$ cat config.mk
export PLATFORM = sky130hd
export DESIGN_NAME = tmr_i2c_regbank
export DESIGN_NICKNAME = d
export VERILOG_FILES = /design/src/rtl/i2c_rb_pkg.sv /design/src/rtl/i2c_rb_linesync.sv /design/src/rtl/i2c_rb_tmr_byte.sv /design/src/rtl/i2c_rb_datapath.sv /design/src/rtl/i2c_rb_ctrl.sv /design/src/rtl/tmr_i2c_regbank.sv
export SDC_FILE = /design/constraint.sdc
export NUM_CORES = 1
export LEC_CHECK = 0
export CAP_MARGIN = 40
export CORE_MARGIN = 4
export CORE_UTILIZATION = 40
export DETAILED_ROUTE_END_ITERATION = 12
export GPL_ROUTABILITY_DRIVEN = 0
export PLACE_DENSITY = 0.73
export SLEW_MARGIN = 20
export SYNTH_ARGS = -nofsm -noshare
export SYNTH_HDL_FRONTEND = slang
export SYNTH_HIERARCHICAL = 1
export SYNTH_SLANG_ARGS = --single-unit
$ cat constraint.sdc
create_clock -name clk -period 2.62 [get_ports clk]
set_clock_uncertainty 0.15 [all_clocks]
set_input_delay 0.786 -clock clk [delete_from_list [all_inputs] [get_ports clk]]
set_output_delay 0.786 -clock clk [all_outputs]
set_load 0.005 [all_outputs]
$ cat src/rtl/i2c_rb_pkg.sv
package i2c_rb_pkg;

  typedef struct packed {
    logic       ptrLoad;
    logic       ptrInc;
    logic       wrEn;
    logic [7:0] byteVal;
  } rbStrobe_t;

  typedef enum logic [3:0] {
    ST_IDLE,
    ST_DEV,
    ST_DEV_ACK,
    ST_REG,
    ST_REG_ACK,
    ST_WR,
    ST_WR_ACK,
    ST_RD,
    ST_RD_ACK
  } rbState_t;

  function automatic logic [7:0] maj3(input logic [7:0] a, input logic [7:0] b,
                                      input logic [7:0] c);
    return (a & b) | (b & c) | (a & c);
  endfunction

endpackage

$ cat src/rtl/i2c_rb_linesync.sv
module i2c_rb_linesync #(
  parameter int STAGES = 2
) (
  input  logic clk,
  input  logic rstN,
  input  logic lineIn,
  output logic lineS,
  output logic linePrev
);

  logic [STAGES:0] pipe;

  always_ff @(posedge clk) begin
    if (!rstN) pipe <= '1;
    else       pipe <= {pipe[STAGES-1:0], lineIn};
  end

  assign lineS    = pipe[STAGES-1];
  assign linePrev = pipe[STAGES];

endmodule

$ cat src/rtl/i2c_rb_tmr_byte.sv
module i2c_rb_tmr_byte import i2c_rb_pkg::*; #(
  parameter logic [7:0] RESET_VAL = 8'h00
) (
  input  logic            clk,
  input  logic            rstN,
  input  logic            wrEn,
  input  logic [7:0]      wrData,
  input  logic [2:0][7:0] flip,
  output logic [7:0]      voted
);

  logic [2:0][7:0] copyQ;
  logic            copiesAgree;
  logic            singleFlip;

  assign voted       = maj3(copyQ[0], copyQ[1], copyQ[2]);
  assign copiesAgree = (copyQ[0] == copyQ[1]) && (copyQ[1] == copyQ[2]);
  assign singleFlip  = ((flip[0] & flip[1]) | (flip[1] & flip[2]) | (flip[0] & flip[2])) == 8'h00;

  always_ff @(posedge clk) begin
    for (int k = 0; k < 3; k++) begin
      if (!rstN)     copyQ[k] <= RESET_VAL;
      else if (wrEn) copyQ[k] <= wrData ^ flip[k];
      else           copyQ[k] <= voted ^ flip[k];
    end
  end


  scrub_heal_chk: assert property (@(posedge clk) disable iff (!rstN)
    ($past(rstN) && $past(flip) == '0) |-> copiesAgree);


  single_upset_masked_chk: assert property (@(posedge clk) disable iff (!rstN)
    ($past(rstN) && !$past(wrEn) && $past(copiesAgree) && $past(singleFlip))
      |-> voted == $past(voted));


  write_all_copies_chk: assert property (@(posedge clk) disable iff (!rstN)
    (wrEn && singleFlip) |=> voted == $past(wrData));

endmodule

$ cat src/rtl/i2c_rb_datapath.sv
module i2c_rb_datapath import i2c_rb_pkg::*; #(
  parameter int         NUM_REGS  = 3,
  parameter logic [7:0] RESET_VAL = 8'h00
) (
  input  logic                    clk,
  input  logic                    rstN,
  input  rbStrobe_t               strb,
  input  logic [NUM_REGS*24-1:0]  flipMask,
  input  logic [NUM_REGS*8-1:0]   outboundData,
  output logic [NUM_REGS*8-1:0]   inboundData,
  output logic [7:0]              rdByte
);

  localparam int PTR_W = (NUM_REGS > 1) ? $clog2(NUM_REGS) : 1;
  localparam logic [PTR_W-1:0] LAST = PTR_W'(NUM_REGS - 1);

  logic [PTR_W-1:0]           ptr;
  logic [NUM_REGS-1:0][7:0]   regVal;
  logic [NUM_REGS-1:0][7:0]   obArr;

  always_ff @(posedge clk) begin
    if (!rstN)             ptr <= '0;
    else if (strb.ptrLoad) ptr <= strb.byteVal[PTR_W-1:0];
    else if (strb.ptrInc)  ptr <= (ptr == LAST) ? '0 : ptr + 1'b1;
  end

  genvar g, k;
  generate
    for (g = 0; g < NUM_REGS; g++) begin : gReg
      logic [2:0][7:0] flipSlice;
      for (k = 0; k < 3; k++) begin : gCopy
        assign flipSlice[k] = flipMask[(k*NUM_REGS + g)*8 +: 8];
      end
      i2c_rb_tmr_byte #(.RESET_VAL(RESET_VAL)) u_store (
        .clk    (clk),
        .rstN   (rstN),
        .wrEn   (strb.wrEn && (ptr == PTR_W'(g))),
        .wrData (strb.byteVal),
        .flip   (flipSlice),
        .voted  (regVal[g])
      );
    end
  endgenerate

  assign inboundData = regVal;
  assign obArr       = outboundData;
  assign rdByte      = obArr[ptr];


  ptr_range_chk: assert property (@(posedge clk) disable iff (!rstN)
    ptr <= LAST);

endmodule

$ cat src/rtl/i2c_rb_ctrl.sv
module i2c_rb_ctrl import i2c_rb_pkg::*; #(
  parameter int         NUM_REGS = 3,
  parameter logic [6:0] DEV_ADDR = 7'h52
) (
  input  logic       clk,
  input  logic       rstN,
  input  logic       sclS,
  input  logic       sclPrev,
  input  logic       sdaS,
  input  logic       sdaPrev,
  input  logic [7:0] rdByte,
  output rbStrobe_t  strb,
  output logic       sdaOe
);

  localparam logic [8:0] REG_COUNT = 9'(NUM_REGS);

  rbState_t   state;
  logic [2:0] bitCnt;
  logic [6:0] shiftR;
  logic [7:0] txShift;
  logic       ackPend;
  logic       ackGood;
  logic       ackDrv;
  logic       rwBit;
  logic       masterAck;

  logic       sclRise, sclFall, startC, stopC, inRange;
  logic [7:0] rxByte;

  assign sclRise = sclS & ~sclPrev;
  assign sclFall = ~sclS & sclPrev;
  assign startC  = sclS & sclPrev & sdaPrev & ~sdaS;
  assign stopC   = sclS & sclPrev & ~sdaPrev & sdaS;
  assign rxByte  = {shiftR, sdaS};
  assign inRange = {1'b0, rxByte} < REG_COUNT;
  assign sdaOe   = ackDrv | ((state == ST_RD) & ~txShift[7]);

  always_comb begin
    strb         = '0;
    strb.byteVal = rxByte;
    if (!startC && !stopC) begin
      if (sclRise && bitCnt == 3'd7) begin
        if (state == ST_REG && inRange) strb.ptrLoad = 1'b1;
        if (state == ST_WR) begin
          strb.wrEn   = 1'b1;
          strb.ptrInc = 1'b1;
        end
      end
      if (sclFall && state == ST_RD && bitCnt == 3'd7) strb.ptrInc = 1'b1;
    end
  end

  always_ff @(posedge clk) begin
    if (!rstN) begin
      state     <= ST_IDLE;
      bitCnt    <= '0;
      shiftR    <= '0;
      txShift   <= '1;
      ackPend   <= 1'b0;
      ackGood   <= 1'b0;
      ackDrv    <= 1'b0;
      rwBit     <= 1'b0;
      masterAck <= 1'b0;
    end else if (startC) begin
      state   <= ST_DEV;
      bitCnt  <= '0;
      ackPend <= 1'b0;
      ackDrv  <= 1'b0;
    end else if (stopC) begin
      state   <= ST_IDLE;
      ackPend <= 1'b0;
      ackDrv  <= 1'b0;
    end else begin
      case (state)
        ST_DEV, ST_REG, ST_WR: begin
          if (sclRise) begin
            shiftR <= rxByte[6:0];
            bitCnt <= bitCnt + 3'd1;
            if (bitCnt == 3'd7) begin
              ackPend <= 1'b0;
              if (state == ST_DEV) begin
                if (rxByte[7:1] == DEV_ADDR) begin
                  state   <= ST_DEV_ACK;
                  rwBit   <= rxByte[0];
                  ackGood <= 1'b1;
                end else begin
                  state <= ST_IDLE;
                end
              end else if (state == ST_REG) begin
                state   <= ST_REG_ACK;
                ackGood <= inRange;
              end else begin
                state   <= ST_WR_ACK;
                ackGood <= 1'b1;
              end
            end
          end
        end
        ST_DEV_ACK, ST_REG_ACK, ST_WR_ACK: begin
          if (sclFall) begin
            if (!ackPend) begin
              ackPend <= 1'b1;
              ackDrv  <= ackGood;
            end else begin
              ackPend <= 1'b0;
              ackDrv  <= 1'b0;
              bitCnt  <= '0;
              if (state == ST_DEV_ACK) begin
                if (rwBit) begin
                  state   <= ST_RD;
                  txShift <= rdByte;
                end else begin
                  state <= ST_REG;
                end
              end else if (state == ST_REG_ACK) begin
                state <= ackGood ? ST_WR : ST_IDLE;
              end else begin
                state <= ST_WR;
              end
            end
          end
        end
        ST_RD: begin
          if (sclFall) begin
            if (bitCnt == 3'd7) begin
              bitCnt  <= '0;
              txShift <= '1;
              state   <= ST_RD_ACK;
            end else begin
              bitCnt  <= bitCnt + 3'd1;
              txShift <= {txShift[6:0], 1'b1};
            end
          end
        end
        ST_RD_ACK: begin
          if (sclRise) masterAck <= ~sdaS;
          if (sclFall) begin
            if (masterAck) begin
              state   <= ST_RD;
              txShift <= rdByte;
            end else begin
              state <= ST_IDLE;
            end
          end
        end
        default: state <= ST_IDLE;
      endcase
    end
  end


  sda_low_phase_chk: assert property (@(posedge clk) disable iff (!rstN)
    $rose(sdaOe) |-> !$past(sclS));


  sda_release_phase_chk: assert property (@(posedge clk) disable iff (!rstN)
    ($fell(sdaOe) && !$past(startC) && !$past(stopC)) |-> !$past(sclS));

endmodule

$ cat src/rtl/tmr_i2c_regbank.sv
module tmr_i2c_regbank import i2c_rb_pkg::*; #(
  parameter int         NUM_REGS  = 3,
  parameter logic [6:0] DEV_ADDR  = 7'h52,
  parameter logic [7:0] RESET_VAL = 8'h00,
  parameter int         SYNC_LEN  = 2
) (
  input  logic                   clk,
  input  logic                   rstN,
  input  logic                   sclIn,
  input  logic                   sdaIn,
  output logic                   sdaOutEn,
  input  logic [NUM_REGS*8-1:0]  outboundData,
  output logic [NUM_REGS*8-1:0]  inboundData,
  input  logic [NUM_REGS*24-1:0] flipMask
);

  logic      sclS, sclPrev, sdaS, sdaPrev;
  logic [7:0] rdByte;
  rbStrobe_t strb;

  i2c_rb_linesync #(.STAGES(SYNC_LEN)) u_sclSync (
    .clk(clk), .rstN(rstN), .lineIn(sclIn), .lineS(sclS), .linePrev(sclPrev));

  i2c_rb_linesync #(.STAGES(SYNC_LEN)) u_sdaSync (
    .clk(clk), .rstN(rstN), .lineIn(sdaIn), .lineS(sdaS), .linePrev(sdaPrev));

  i2c_rb_ctrl #(.NUM_REGS(NUM_REGS), .DEV_ADDR(DEV_ADDR)) u_ctrl (
    .clk(clk), .rstN(rstN), .sclS(sclS), .sclPrev(sclPrev), .sdaS(sdaS),
    .sdaPrev(sdaPrev), .rdByte(rdByte), .strb(strb), .sdaOe(sdaOutEn));

  i2c_rb_datapath #(.NUM_REGS(NUM_REGS), .RESET_VAL(RESET_VAL)) u_dp (
    .clk(clk), .rstN(rstN), .strb(strb), .flipMask(flipMask),
    .outboundData(outboundData), .inboundData(inboundData), .rdByte(rdByte));


  reset_quiet_chk: assert property (@(posedge clk)
    !rstN |=> (!sdaOutEn && inboundData == {NUM_REGS{RESET_VAL}}));

endmodule

# After elaboration in Yosys (flattened, before gate mapping)
# Index checks and enable logic that the tools add are counted.
[word_totals]
inputBits = 100
out_inout_bits = 25
wordCells = 196
ff_bits = 107
[classes]
reduce_logical = 29
n_eq_ne = 30
order_cmp = 2
addsub = 2
bitwise_logic = 50
muxes = 61
[op_table]
columns = ["operator", "n"]
rows = [
  ["$mux W8", 18],
  ["$xor A8 B8 Y8", 18],
  ["$and A8 B8 Y8", 9],
  ["$or A8 B8 Y8", 6],
  ["$mux W4", 10],
  ["$mux W3", 10],
  ["$ne A4 B1 Y1 const B", 6],
  ["$pmux W8 S3", 1],
  ["$reduce_and A7 Y1", 3],
  ["$ne A2 B1 Y1 const B", 9],
  ["$bmux W8 S2", 1],
  ["$eq A4 B3 Y1 const B", 4],
  ["$pmux W4 S4", 1],
  ["$mux W1", 12],
  ["$mux W2", 6],
  ["$reduce_and A4 Y1", 3],
  ["$reduce_and A6 Y1", 2],
  ["$reduce_and A10 Y1", 1],
  ["$pmux W3 S3", 1],
  ["$reduce_or A3 Y1", 3],
  ["$and A1 B1 Y1", 8],
  ["$eq A4 B2 Y1 const B", 2],
  ["$logic_and A1 B1 Y1", 8],
  ["$lt A8 B2 Y1 const B", 1],
  ["other kinds (20)", 31],
]

# Depth between registers and ports, before layout
# Gate-level depths: netlist of the first run.
[depth]
word_depth = 8
mapped_depth = 8
ltp_nobuf = 7

# Modules after synthesis
# The synthesis of the first run kept the hierarchy.
[modules_own_cells]
columns = ["module", "area_each_um2", "cells_each", "seq_area_each_um2", "n_inst"]
rows = [
  ["i2c_rb_tmr_byte", 1270.0, 118, 480.5, 3],
  ["i2c_rb_ctrl", 1580.3, 198, 540.5, 1],
  ["i2c_rb_datapath", 305.3, 33, 40.0, 1],
  ["i2c_rb_linesync", 78.8, 6, 60.1, 2],
]

# Worst setup path after synthesis of the first run
# OpenSTA, ideal clock, no wires.
[synth_path]
kind = "register to register"
startpoint = "reg u_ctrl.state[0]"
endpoint = "reg u_dp.ptr[1]"
stages_incl_launch_ff = 9
slack_ns = 0.267
n_path_buf = 1
required_ns = 2.348
t_arrival_ns = 2.081
path_cell_list = "dfxtp_1 -> buf_2 -> inv_1 -> or2_2 -> nor2_1 -> nand3_1 -> nand2b_1 -> and2b_2 -> o311a_1"
[synth_lines]
columns = ["item", "line", "rtl"]
rows = [
  ["start, declared", "i2c_rb_ctrl.sv:18", "rbState_t state;"],
  ["start signal, assigned", "i2c_rb_ctrl.sv:117", "state <= ackGood ? ST_WR : ST_IDLE;"],
  ["end signal, assigned", "i2c_rb_datapath.sv:23", "else if (strb.ptrLoad) ptr <= strb.byteVal[PTR_W-1:0];"],
  ["end signal, assigned", "i2c_rb_datapath.sv:24", "else if (strb.ptrInc) ptr <= (ptr == LAST) ? '0 : ptr + 1'b1;"],
  ["end, declared", "i2c_rb_datapath.sv:17", "logic [PTR_W-1:0] ptr;"],
]

# Worst setup path after layout of the first run
[layout_path]
startpoint = "reg u_ctrl.state[3]"
endpoint = "out sdaOutEn"
[layout_via]
elab_chain_cells = 3
[layout_lines]
columns = ["item", "line", "rtl"]
rows = [
  ["$eq A4 B3 Y1", "i2c_rb_ctrl.sv:37", "assign sdaOe = ackDrv | ((state == ST_RD) & ~txShift[7]);"],
  ["$and A1 B1 Y1", "i2c_rb_ctrl.sv:37", ""],
  ["$or A1 B1 Y1", "i2c_rb_ctrl.sv:37", ""],
  ["end, declared", "tmr_i2c_regbank.sv:11", "output logic sdaOutEn,"],
]
# Every way passes these cells.

==> key figures, run 1 <==
Run status
  • Status: finished clean

Clock tree
  • Clock slew at reported path FFs: 0.07 ns
  • Clock Path Buffers: 2
  • Clk_lat worst skew: 0.34 ns
  • H-tree Lvls: 3
  • Hold-fix buffers, CTS: 0
  • CTS Buf Count: 9
  • Post-CTS Setup Bufs: 0
  • Clk sinks: 107
  • CTS tree: yes
  • CTS root buf: clkbuf_16
  • CTS resizes: 4

Drt
  • Drt via density: 5.253
  • DR pass1 iterations: 5
  • Residual DRC: 0
  • Vias: 4,754
  • Antenna viol nets, final: 0
  • DR WL/cell: 15.33 µm
  • Initial DRC Count: 318
  • Post-Route WL: 13,870 µm

Logic synthesis
  • Largest family of logic cells by synthesized area: multiplexers
  • Mean Syn Cell Area: 9.804 µm²
  • XOR/XNOR share of the synthesized area: 0.1496%
  • Mux share of post-synthesis cell area: 23.45%
  • Post-synthesis async set-or-reset flop share: 0%
  • Adder-cell area share of the yosys netlist: 5.045%
  • Syn nets: 699
  • Simple-gate share of the synthesized area: 22.83%
  • Count of cell types in the netlist: 58
  • Area of the mapped netlist: 0.005853 mm²
  • Syn. warnings: 6
  • Mapped Cells: 597
  • Post-synth top flop: dfxtp_1
  • Seq/Total Area, Yosys: 36.60%
  • EDFF count, synth: 0
  • Yosys reg bits: 107
  • Complex-gate fraction of the synthesized area: 8.807%

Hold path
  • Worst hold endpoint: u_sclSync/pipe[1]$_SDFF_PN1_
  • Hold Path Stages: 1
  • Hold crit path type: flop to flop
  • Hold Path Origin: u_sclSync/pipe[0]$_SDFF_PN1_

Critical path
  • Kind of end point of the critical path: primary output
  • Req. time, crit path: 1.68 ns
  • Worst r2r src: u_ctrl/bitCnt[1]$_SDFFE_PP0P_
  • Depth of the worst register-to-register path: 8
  • CP max stage cell: clkdlybuf4s50_1
  • Critical-path cell list: nand4b_4, o21bai_4, clkdlybuf4s50_1
  • Largest fanout on the critical path: 8
  • Reg2reg setup slack: 0.11 ns
  • Nature of the critical path startpoint: flop
  • CP max stage delay: 0.51 ns
  • Critical path arrival: 1.60 ns
  • WS Path Type: flop to primary output
  • CP bufs+invs: 1
  • R2R Path End: u_dp/gReg[0].u_store/copyQ[5]$_SDFF_PN0_
  • CP top delay family: buffers and inverters

Global route
  • GRT Overall Usage: 16.54%
  • Initial antenna violation count: 0
  • Largest net degree at the start of global routing: 80
  • GRT overflow: 0
  • Vias in the first global route: 4,831
  • Global-route wire length before repair: 22,250 µm

Placed design
  • Dpl hpwl: 10,450 µm
  • Place WS: 0.04641 ns
  • Input/output buffers: 124

Pwr
  • Power Internal: 2.835 mW
  • Switching Fraction: 25.66%
  • Peak supply drop: 0.2746 mV
  • Logic pwr share: 20.4%
  • Switch Pwr: 978.8 µW
  • Clock power frac: 32.8%
  • Pwr dens: 496.8 mW/mm²
  • LEAKAGE: 3.152 nW
  • Seq pwr share: 46.8%

Die
  • FP Rows: 43
  • Die area: 0.01663 mm²
  • Initial Util: 41.52%
  • Top Ports: 125
  • DIE HEIGHT: 129.0 µm
  • Core Footprint: 0.01410 mm²
  • Die X: 129.0 µm

Layout
  • Layout Area Growth over Synthesis: 31.17%
  • Layout cells sized above 1: 13.66%
  • N_diodes: 0
  • Commonest non-fill, non-tap cell in the layout: clkdlybuf4s50_1
  • NumNets Final: 822
  • Commonest non-fill, non-tap cells in the layout: clkdlybuf4s50_1 (123), dfxtp_1 (105), nand2_1 (87)
  • FILL cells: 1,215

STA
  • Crit path time final: 2.539 ns
  • Final worst path period share: 96.90%
  • Slew headroom: 51.57%
  • Unrepaired setup endpoints after global routing: no
  • Setup tns final: 0 ns
  • Endpoints failing hold: 0
  • # setup viols final: 0
  • Fmax: 0.3939 GHz
  • Final Slew Violations: 0
  • Setup ws final: 0.08115 ns
  • Worst-Margin Slew: 0.7254 ns

Job
  • Max cap viols: 0
-- sequential cells by signal, indices dropped and copies added, names as in the netlist --
signal,count
u_dp/gReg.u_store/copyQ,72
u_ctrl/txShift,8
u_ctrl/shiftR,7
u_ctrl/state,4
u_ctrl/bitCnt,3
u_sclSync/pipe,3
u_sdaSync/pipe,3
u_dp/ptr,2
u_ctrl/ackDrv,1
u_ctrl/ackGood,1
u_ctrl/ackPend,1
u_ctrl/masterAck,1
u_ctrl/rwBit,1
-- through the flow --
| step | power, mW | cells | utilization [%] | area (µm²) | hold WS (ns) |
|---|---|---|---|---|---|
| global route | 4.001 | 905 | 54.46 | 7677 | 0.2799 |
| floorplan | 2.269 | 597 | - | 5853 | 0.2363 |
| finish | 3.814 | 905 | 54.46 | 7677 | 0.2690 |
| detailed placement | 2.598 | 889 | 52.24 | 7363 | 0.2577 |
| CTS | 3.854 | 905 | 54.28 | 7651 | 0.2725 |
| global placement | 2.564 | 889 | 52.24 | 7363 | 0.2490 |
-- power groups by stage --
stage | Sequential, mW | Combinational (mW) | Clock, mW
floorplan | 1.81 | 0.458 | 0
global placement | 1.81 | 0.749 | 0
detailed placement | 1.82 | 0.776 | 0
CTS | 1.79 | 0.781 | 1.29
global route | 1.80 | 0.845 | 1.36
finish | 1.78 | 0.778 | 1.25
-- worst max-delay path by stage --
| stage | from | endpoint | slack, ns | cells after the start |
|---|---|---|---|---|
| floorplan | u_ctrl/state[0]$_SDFFE_PN0P_ | u_dp/ptr[1]$_SDFFE_PN0P_ | 0.27 | 8 |
| global placement | u_ctrl/bitCnt[0]$_SDFFE_PP0P_ | u_dp/gReg[0].u_store/copyQ[3]$_SDFF_PN0_ | 0.19 | 8 |
| detailed placement | u_ctrl/bitCnt[0]$_SDFFE_PP0P_ | u_dp/gReg[0].u_store/copyQ[5]$_SDFF_PN0_ | 0.05 | 8 |
| CTS | u_ctrl/state[3]$_SDFFE_PP0P_ | sdaOutEn | 0.02 | 3 |
| global route | u_ctrl/bitCnt[0]$_SDFFE_PP0P_ | u_dp/gReg[0].u_store/copyQ[1]$_SDFF_PN0_ | 0.03 | 8 |
| finish | u_ctrl/state[3]$_SDFFE_PP0P_ | sdaOutEn | 0.08 | 3 |
-- cell type report --
cell class              instances  area [µm²]  area share, %
repair buffers                144        1451          18.90
well taps                     180       225.2          2.934
clock inverters                 5       37.54         0.4889
flip-flops and latches        107        2145          27.93
inverters                       3       11.26         0.1467
multi-input cells             455        3575          46.56
clock buffers                  11       232.7          3.031
-- layer usage --
layer | routed length (µm) | vias up | GRT usage (%)
met1 | 5849 | 2210 | 19.76
met2 | 6849 | 158 | 28.87
met4 | 335 | 0 | 6.671
met5 | 0 | - | 0
li1 | - | 2355 | -
met3 | 838 | 31 | 3.487
-- logic make-up after synthesis --
family,Yosys count
adders and majority gates,26
xor gates and xnor gates,1
and+or+nand+nor,247
buffers and inverters,35
AOI/OAI and AO/OA,74
DFF,107
muxes,107
-- cells in the mapped netlist (all sizes together), types with 3 or more instances --
| library cell | n | area, µm² |
|---|---|---|
| or2b | 13 | 97.59 |
| nor2 | 16 | 67.56 |
| or2 | 3 | 18.77 |
| dfxtp | 107 | 2142 |
| nand4 | 3 | 18.77 |
| buf | 20 | 126.4 |
| nor2b | 5 | 31.28 |
| nor3 | 10 | 50.05 |
| o2bb2ai | 8 | 70.07 |
| nand3b | 3 | 22.52 |
| nand2 | 87 | 326.6 |
| nand3 | 10 | 50.05 |
| o311ai | 7 | 61.31 |
| nand2b | 76 | 475.5 |
| inv | 3 | 11.26 |
| o21ai | 14 | 70.07 |
| a21oi | 23 | 115.1 |
| mux2i | 106 | 1361 |
| clkbuf | 12 | 45.04 |
| or4b | 4 | 43.79 |
| nor4 | 3 | 18.77 |
| a211oi | 3 | 22.52 |
| maj3 | 24 | 270.3 |
Power figures use the tool's default switching activity.
==> inputs of run 2 (changes only) <==
--- a/config.mk
+++ b/config.mk
@@ -10,7 +10,9 @@
 export CORE_UTILIZATION = 40
 export DETAILED_ROUTE_END_ITERATION = 12
 export GPL_ROUTABILITY_DRIVEN = 0
+export GPL_TIMING_DRIVEN = 1
 export PLACE_DENSITY = 0.73
+export SETUP_SLACK_MARGIN = 0.3
 export SLEW_MARGIN = 20
 export SYNTH_ARGS = -nofsm -noshare
 export SYNTH_HDL_FRONTEND = slang
==> run 2 against run 1 <==
- register-to-register slack better by 0.16 ns
- sequential cell count unchanged
- sequential power hardly changed
- sequential share of layout area shrank 0.075 points
- global-route usage fell by 0.28 points
- worst hold slack lost 0.0038 ns
- core utilization rose by 0.34 points
- critical path depth increased by 5
- total power is 1.3% lower
- via count shrank 0.74%
- fmax increased by 8.1%
- die area did not move
- critical endpoint is now u_dp/gReg[0].u_store/copyQ[9]$_SDFF_PN0_
- highest routed layer unchanged
==> key figures, run 2 (same netlist as run 1, synthesis figures left out) <==
Drt
  • Residual DRC: 0 (unchanged)
  • Initial DRC Count: 272 (-14%)
  • DR pass1 iterations: 4 (-1)
  • Post-Route WL: 13,630 µm (-1.8%)
  • Drt via density: 5.180 (-1.4%)
  • Antenna viol nets, final: 0 (unchanged)
  • DR WL/cell: 14.96 µm (-2.4%)
  • Vias: 4,719 (-0.74%)

Placed design
  • Input/output buffers: 124 (unchanged)
  • Placed Area: 0.007388 mm² (+0.34%)
  • Inst Count DP: 892 (+0.34%)
  • Dpl hpwl: 10,450 µm (about the same)

Critical path
  • Most frequent CP cell: ha_4
  • Critical-path cell list: ha_4, ha_4, nand3b_1, nor4_4, nor3b_4, buf_12, mux2i_4, mux2i_1
  • CP max stage delay: 0.35 ns (-0.16 ns)
  • Nature of the critical path startpoint: flop
  • WS Path Type: flop to flop
  • Kind of end point of the critical path: flop
  • Largest fanout on the critical path: 8 (unchanged)
  • Critical path arrival: 2.46 ns (+0.86 ns)
  • CP max stage cell: dfxtp_2
  • Req. time, crit path: 2.73 ns (+1.05 ns)

Die
  • Core Footprint: 0.01410 mm² (unchanged)
  • Initial Util: 41.52% (unchanged)
  • Die X: 129.0 µm (unchanged)
  • DIE HEIGHT: 129.0 µm (unchanged)
  • Top Ports: 125 (unchanged)
  • FP Rows: 43 (unchanged)
  • Die area: 0.01663 mm² (unchanged)

Layout
  • NumNets Final: 831 (+1.1%)
  • Max reg flops: 72 (unchanged)
  • Register area: 0.002152 mm² (+0.35%)
  • Top Registers: u_dp/gReg.u_store/copyQ: 72 flops, u_ctrl/txShift: 8 flops, u_ctrl/shiftR: 7 flops
  • Top reg by flops: u_dp/gReg.u_store/copyQ
  • Commonest non-fill, non-tap cells in the layout: dfxtp_1 (103), clkdlybuf4s50_1 (98), nand2_1 (86)
  • Commonest non-fill, non-tap cell in the layout: dfxtp_1
  • Util after Layout: 54.80% (+0.34 points)
  • FILL cells: 1,236 (+1.7%)
  • Area of the multi-input gates: 0.003587 mm² (+0.35%)
  • Non-Filler Instances: 911 (+0.66%)
  • Layout cells sized above 1: 15.60% (+1.9 points)
  • Fin area: 0.007725 mm² (+0.62%)
  • N_diodes: 0 (unchanged)
  • Layout Area Growth over Synthesis: 31.98%

STA
  • Fmax: 0.4259 GHz (+8.1%)
  • Setup tns final: 0 ns (unchanged)
  • # setup viols final: 0 (unchanged)
  • Worst-Margin Slew: 0.7092 ns (-0.01626 ns)
  • Final worst path period share: 89.62% (-7.3 points)
  • Final Slew Violations: 0 (unchanged)
  • Unrepaired setup endpoints after global routing: yes
  • Worst hold slack: 0.2653 ns (-0.003751 ns)
  • Crit path time final: 2.348 ns (-0.1908 ns)
  • Endpoints failing hold: 0 (unchanged)
  • Slew headroom: 52.66% (+1.1 points)

Clock tree
  • CTS Buf Count: 9 (unchanged)
  • H-tree Lvls: 3 (unchanged)
  • Hold-fix buffers, CTS: 0 (unchanged)
  • Clk_lat worst skew: 0.34 ns (about the same)
  • CTS tree: yes
  • Clk sinks: 107 (unchanged)
  • Clock slew at reported path FFs: 0.06 ns (about the same)
  • CTS root buf: clkbuf_16
  • Clock Path Buffers: 2 (unchanged)

Pwr
  • Peak supply drop: 0.2731 mV (-0.55%)
  • Pwr dens: 487.5 mW/mm² (-1.9%)
  • LEAKAGE: 3.260 nW (+3.4%)

Global route
  • Initial antenna violation count: 0 (unchanged)
  • Global-route wire length before repair: 22,000 µm (-1.1%)
  • Largest net degree at the start of global routing: 71 (-11%)
  • GRT Overall Usage: 16.26% (-0.28 points)
  • GRT overflow: 0 (unchanged)
  • Vias in the first global route: 4,686 (-3.0%)

Run status
  • Status: finished clean

Job
  • Max cap viols: 0 (unchanged)

Hold path
  • Hold crit path type: flop to flop
==> run 2: changes by cell type in the layout (fill, tap and decap cells not counted), sizes merged <==
cell / before / now
clkdlybuf4s50: 123 / 98
dlygate4sd2: 0 / 24
clkinv: 2 / 0
buf: 21 / 30
clkbuf: 11 / 12
inv: 4 / 3
==> run 2: worst max-delay path: cells and delay by family (launching register included) <==
family / cells / cell delay (ns)
simple gates: 3 / 0.78
fa+ha+maj: 2 / 0.27
buf+inv: 1 / 0.21
flops: 1 / 0.35
mux: 2 / 0.52
==> run 2: routing by layer <==
metal | vias up | routed length, µm | global-route usage (%)
li1 | 2368 | - | -
met1 | 2177 | 5793 | 20.09
met2 | 157 | 6713 | 28.26
met3 | 17 | 922 | 3.778
met4 | 0 | 198 | 4.694
met5 | - | 0 | 0
==> run 2: through the flow <==
stage               power, mW  setup WS [ns]
floorplan               2.270         0.3082
global placement        2.568         0.1981
detailed placement      2.600       0.008838
CTS                     3.809         0.1925
global route            3.945         0.1550
finish                  3.766         0.2720
==> run 2: worst paths after layout <==
path | startpoint | endpoint | slack, ns | depth (start not counted)
hold reg to reg | u_sdaSync/pipe[0]$_SDFF_PN1_ | u_sdaSync/pipe[1]$_SDFF_PN1_ | 0.27 | 1
hold / removal | u_sdaSync/pipe[0]$_SDFF_PN1_ | u_sdaSync/pipe[1]$_SDFF_PN1_ | 0.27 | 1
setup reg to reg | u_ctrl/bitCnt[1]$_SDFFE_PP0P_ | u_dp/gReg[0].u_store/copyQ[9]$_SDFF_PN0_ | 0.27 | 8
setup / recovery | u_ctrl/bitCnt[1]$_SDFFE_PP0P_ | u_dp/gReg[0].u_store/copyQ[9]$_SDFF_PN0_ | 0.27 | 8
==> run 2: final cells by class <==
type                       instances  share of cell area (%)
multi-input combinational        455                   46.44
sequential                       107                   27.86
timing repair buffer             153                   19.31
clock buffer                      11                   3.142
tap                              180                   2.915
clock inverter                     2                  0.1944
inverter                           3                  0.1458
==> run 2: power breakdown <==
part	internal [mW]	total (mW)	leakage (nW)	switching, mW
Sequential	1.74	1.78	0.886	0.0429
Combinational	0.434	0.767	2.25	0.333
Clock	0.655	1.22	0.120	0.561
Total	2.83	3.77	3.26	0.937
==> run 2: what timing repair did <==
action | CTS | global route
pin swaps | 3 | 2
setup buffers | 3 | 3
setup endpoints to repair | 100 | 82
cloned | 0 | 0
gates resized for setup | 39 | 8
==> inputs of run 3 (changes only) <==
--- a/config.mk
+++ b/config.mk
@@ -11,8 +11,8 @@
 export DETAILED_ROUTE_END_ITERATION = 12
 export GPL_ROUTABILITY_DRIVEN = 0
 export GPL_TIMING_DRIVEN = 1
+export MAX_ROUTING_LAYER = met4
 export PLACE_DENSITY = 0.73
-export SETUP_SLACK_MARGIN = 0.3
 export SLEW_MARGIN = 20
 export SYNTH_ARGS = -nofsm -noshare
 export SYNTH_HDL_FRONTEND = slang
==> run 3 against run 2 <==
- routed wire length is 1.5% higher
- largest power group unchanged
- critical path type is now flop to primary output
- register-to-register slack worse by 0.15 ns
- largest cell class unchanged
- fmax is 7.6% lower
- global-route usage is 0.77 points higher
==> key figures, run 3 (same netlist as run 1, synthesis figures left out) <==
Pwr
  • Peak supply drop: 0.2740 mV (+0.31%)
  • LEAKAGE: 3.155 nW (-3.2%)
  • Pwr dens: 497.4 mW/mm² (+2.0%)

STA
  • Crit path time final: 2.540 ns (+0.1923 ns)
  • Final Slew Violations: 0 (unchanged)
  • Setup tns final: 0 ns (unchanged)
  • Worst hold slack: 0.2695 ns (+0.004192 ns)
  • Slew headroom: 53.49% (+0.83 points)
  • Endpoints failing hold: 0 (unchanged)
  • Worst-Margin Slew: 0.6962 ns (-0.01293 ns)
  • Fmax: 0.3937 GHz (-7.6%)
  • Unrepaired setup endpoints after global routing: no
  • # setup viols final: 0 (unchanged)
  • Final worst path period share: 96.96% (+7.3 points)

Critical path
  • WS Path Type: flop to primary output
  • Nature of the critical path startpoint: flop
  • CP bufs+invs: 1 (unchanged)
  • Req. time, crit path: 1.68 ns (-1.05 ns)
  • CP max stage delay: 0.51 ns (+0.16 ns)
  • Critical path arrival: 1.60 ns (-0.86 ns)
  • Critical-path cell list: nand4b_4, o21bai_4, clkdlybuf4s50_1
  • Kind of end point of the critical path: primary output
  • Largest fanout on the critical path: 8 (unchanged)
  • CP max stage cell: clkdlybuf4s50_1
  • CP top delay family: buffers and inverters

Die
  • Top Ports: 125 (unchanged)
  • FP Rows: 43 (unchanged)
  • DIE HEIGHT: 129.0 µm (unchanged)
  • Die X: 129.0 µm (unchanged)
  • Die area: 0.01663 mm² (unchanged)
  • Initial Util: 41.52% (unchanged)
  • Core Footprint: 0.01410 mm² (unchanged)

Layout
  • Fin area: 0.007671 mm² (-0.70%)
  • Commonest non-fill, non-tap cell in the layout: clkdlybuf4s50_1
  • Register area: 0.002145 mm² (-0.35%)
  • FILL cells: 1,214 (-1.8%)
  • Layout Area Growth over Synthesis: 31.06%
  • Max reg flops: 72 (unchanged)
  • Top Registers: u_dp/gReg.u_store/copyQ: 72 flops, u_ctrl/txShift: 8 flops, u_ctrl/shiftR: 7 flops
  • Commonest non-fill, non-tap cells in the layout: clkdlybuf4s50_1 (123), dfxtp_1 (105), nand2_1 (87)
  • NumNets Final: 822 (-1.1%)
  • Top reg by flops: u_dp/gReg.u_store/copyQ
  • N_diodes: 0 (unchanged)
  • Layout cells sized above 1: 13.66% (-1.9 points)
  • Area of the multi-input gates: 0.003568 mm² (-0.52%)

Placed design
  • Input/output buffers: 124 (unchanged)
  • Placed Area: 0.007363 mm² (-0.34%)
  • Dpl hpwl: 10,450 µm (about the same)

Drt
  • Antenna viol nets, final: 0 (unchanged)
  • Post-Route WL: 13,830 µm (+1.5%)
  • Residual DRC: 0 (unchanged)
  • Drt via density: 5.233 (+1.0%)
  • DR pass1 iterations: 4 (unchanged)
  • DR WL/cell: 15.29 µm (+2.2%)
  • Vias: 4,736 (+0.36%)
  • Initial DRC Count: 266 (-2.2%)

Hold path
  • Hold crit path type: flop to flop

Global route
  • Global-route wire length before repair: 22,230 µm (+1.1%)
  • Gr busiest metal: met2
  • Vias in the first global route: 4,822 (+2.9%)
  • Met2 Track Usage GR: 28.96% (+0.70 points)
  • Largest net degree at the start of global routing: 80 (+13%)
  • Routing usage on met3: 3.155% (-0.62 points)
  • GRT overflow: 0 (unchanged)
  • Initial antenna violation count: 0 (unchanged)
  • GR Util met1: 19.86% (-0.23 points)
  • GRT Overall Usage: 17.03% (+0.77 points)

Clock tree
  • H-tree Lvls: 3 (unchanged)
  • CTS root buf: clkbuf_16
  • Clock slew at reported path FFs: 0.07 ns (about the same)
  • Clk_lat worst skew: 0.34 ns (about the same)
  • Clock Path Buffers: 2 (unchanged)
  • CTS tree: yes
  • Clk sinks: 107 (unchanged)
  • CTS Buf Count: 9 (unchanged)

Run status
  • Status: finished clean

Job
  • Max cap viols: 0 (unchanged)
## run 3: worst register-to-register path, cell delays in order (launching register included)
cell	delay [ns]
dfxtp_1	0.35
ha_1	0.15
ha_1	0.17
nand3b_1	0.22
nor4_4	0.33
nor3b_2	0.29
buf_12	0.22
mux2i_4	0.30
mux2i_1	0.23
## run 3: repair_timing
item,4_1_cts,5_1_grt
gates resized for setup,4,2
setup buffers,0,0
pin swaps,0,0
setup endpoints to repair,5,22
hold buffers,0,0
## run 3: final cells by class
| class | instances | share of cell area (%) |
|---|---|---|
| tap | 180 | 2.936 |
| clock inverter | 5 | 0.4893 |
| timing repair buffer | 144 | 18.92 |
| sequential | 107 | 27.96 |
| multi-input combinational | 455 | 46.52 |
| clock buffer | 11 | 3.034 |
| inverter | 3 | 0.1468 |
## run 3: path summary, 6_finish.rpt
path                                 start                                  endpoint  slack, ns  depth (start not counted)
max           u_ctrl/state[3]$_SDFFE_PP0P_                                  sdaOutEn       0.08                          3
min           u_sclSync/pipe[0]$_SDFF_PN1_              u_sclSync/pipe[1]$_SDFF_PN1_       0.27                          1
max reg2reg  u_ctrl/bitCnt[1]$_SDFFE_PP0P_  u_dp/gReg[0].u_store/copyQ[5]$_SDFF_PN0_       0.12                          8
min reg2reg   u_sclSync/pipe[0]$_SDFF_PN1_              u_sclSync/pipe[1]$_SDFF_PN1_       0.27                          1
## run 3: power breakdown
group          internal [mW]  switching (mW)  leakage, nW
Sequential              1.74          0.0450        0.885
Combinational          0.447           0.331         2.14
Clock                  0.650           0.604        0.126
## run 3: per-stage QoR
stage | instances | worst slack [ns] | utilization [%] | total power [mW]
2_1_floorplan | 597 | 0.2669 | - | 2.269
3_3_place_gp | 889 | 0.1887 | 52.24 | 2.564
3_5_place_dp | 889 | 0.04641 | 52.24 | 2.598
4_1_cts | 905 | 0.02491 | 54.28 | 3.854
5_1_grt | 905 | 0.02629 | 54.42 | 4.001
6_report | 905 | 0.07968 | 54.42 | 3.816
## run 3: layer usage
layer / routed length [µm] / part of all wire (%) / vias to the layer above
met5: 0 / 0 / -
met4: 342 / 2.5 / 0
met3: 742 / 5.4 / 33
met2: 6826 / 49 / 147
met1: 5923 / 43 / 2207
li1: - / - / 2349
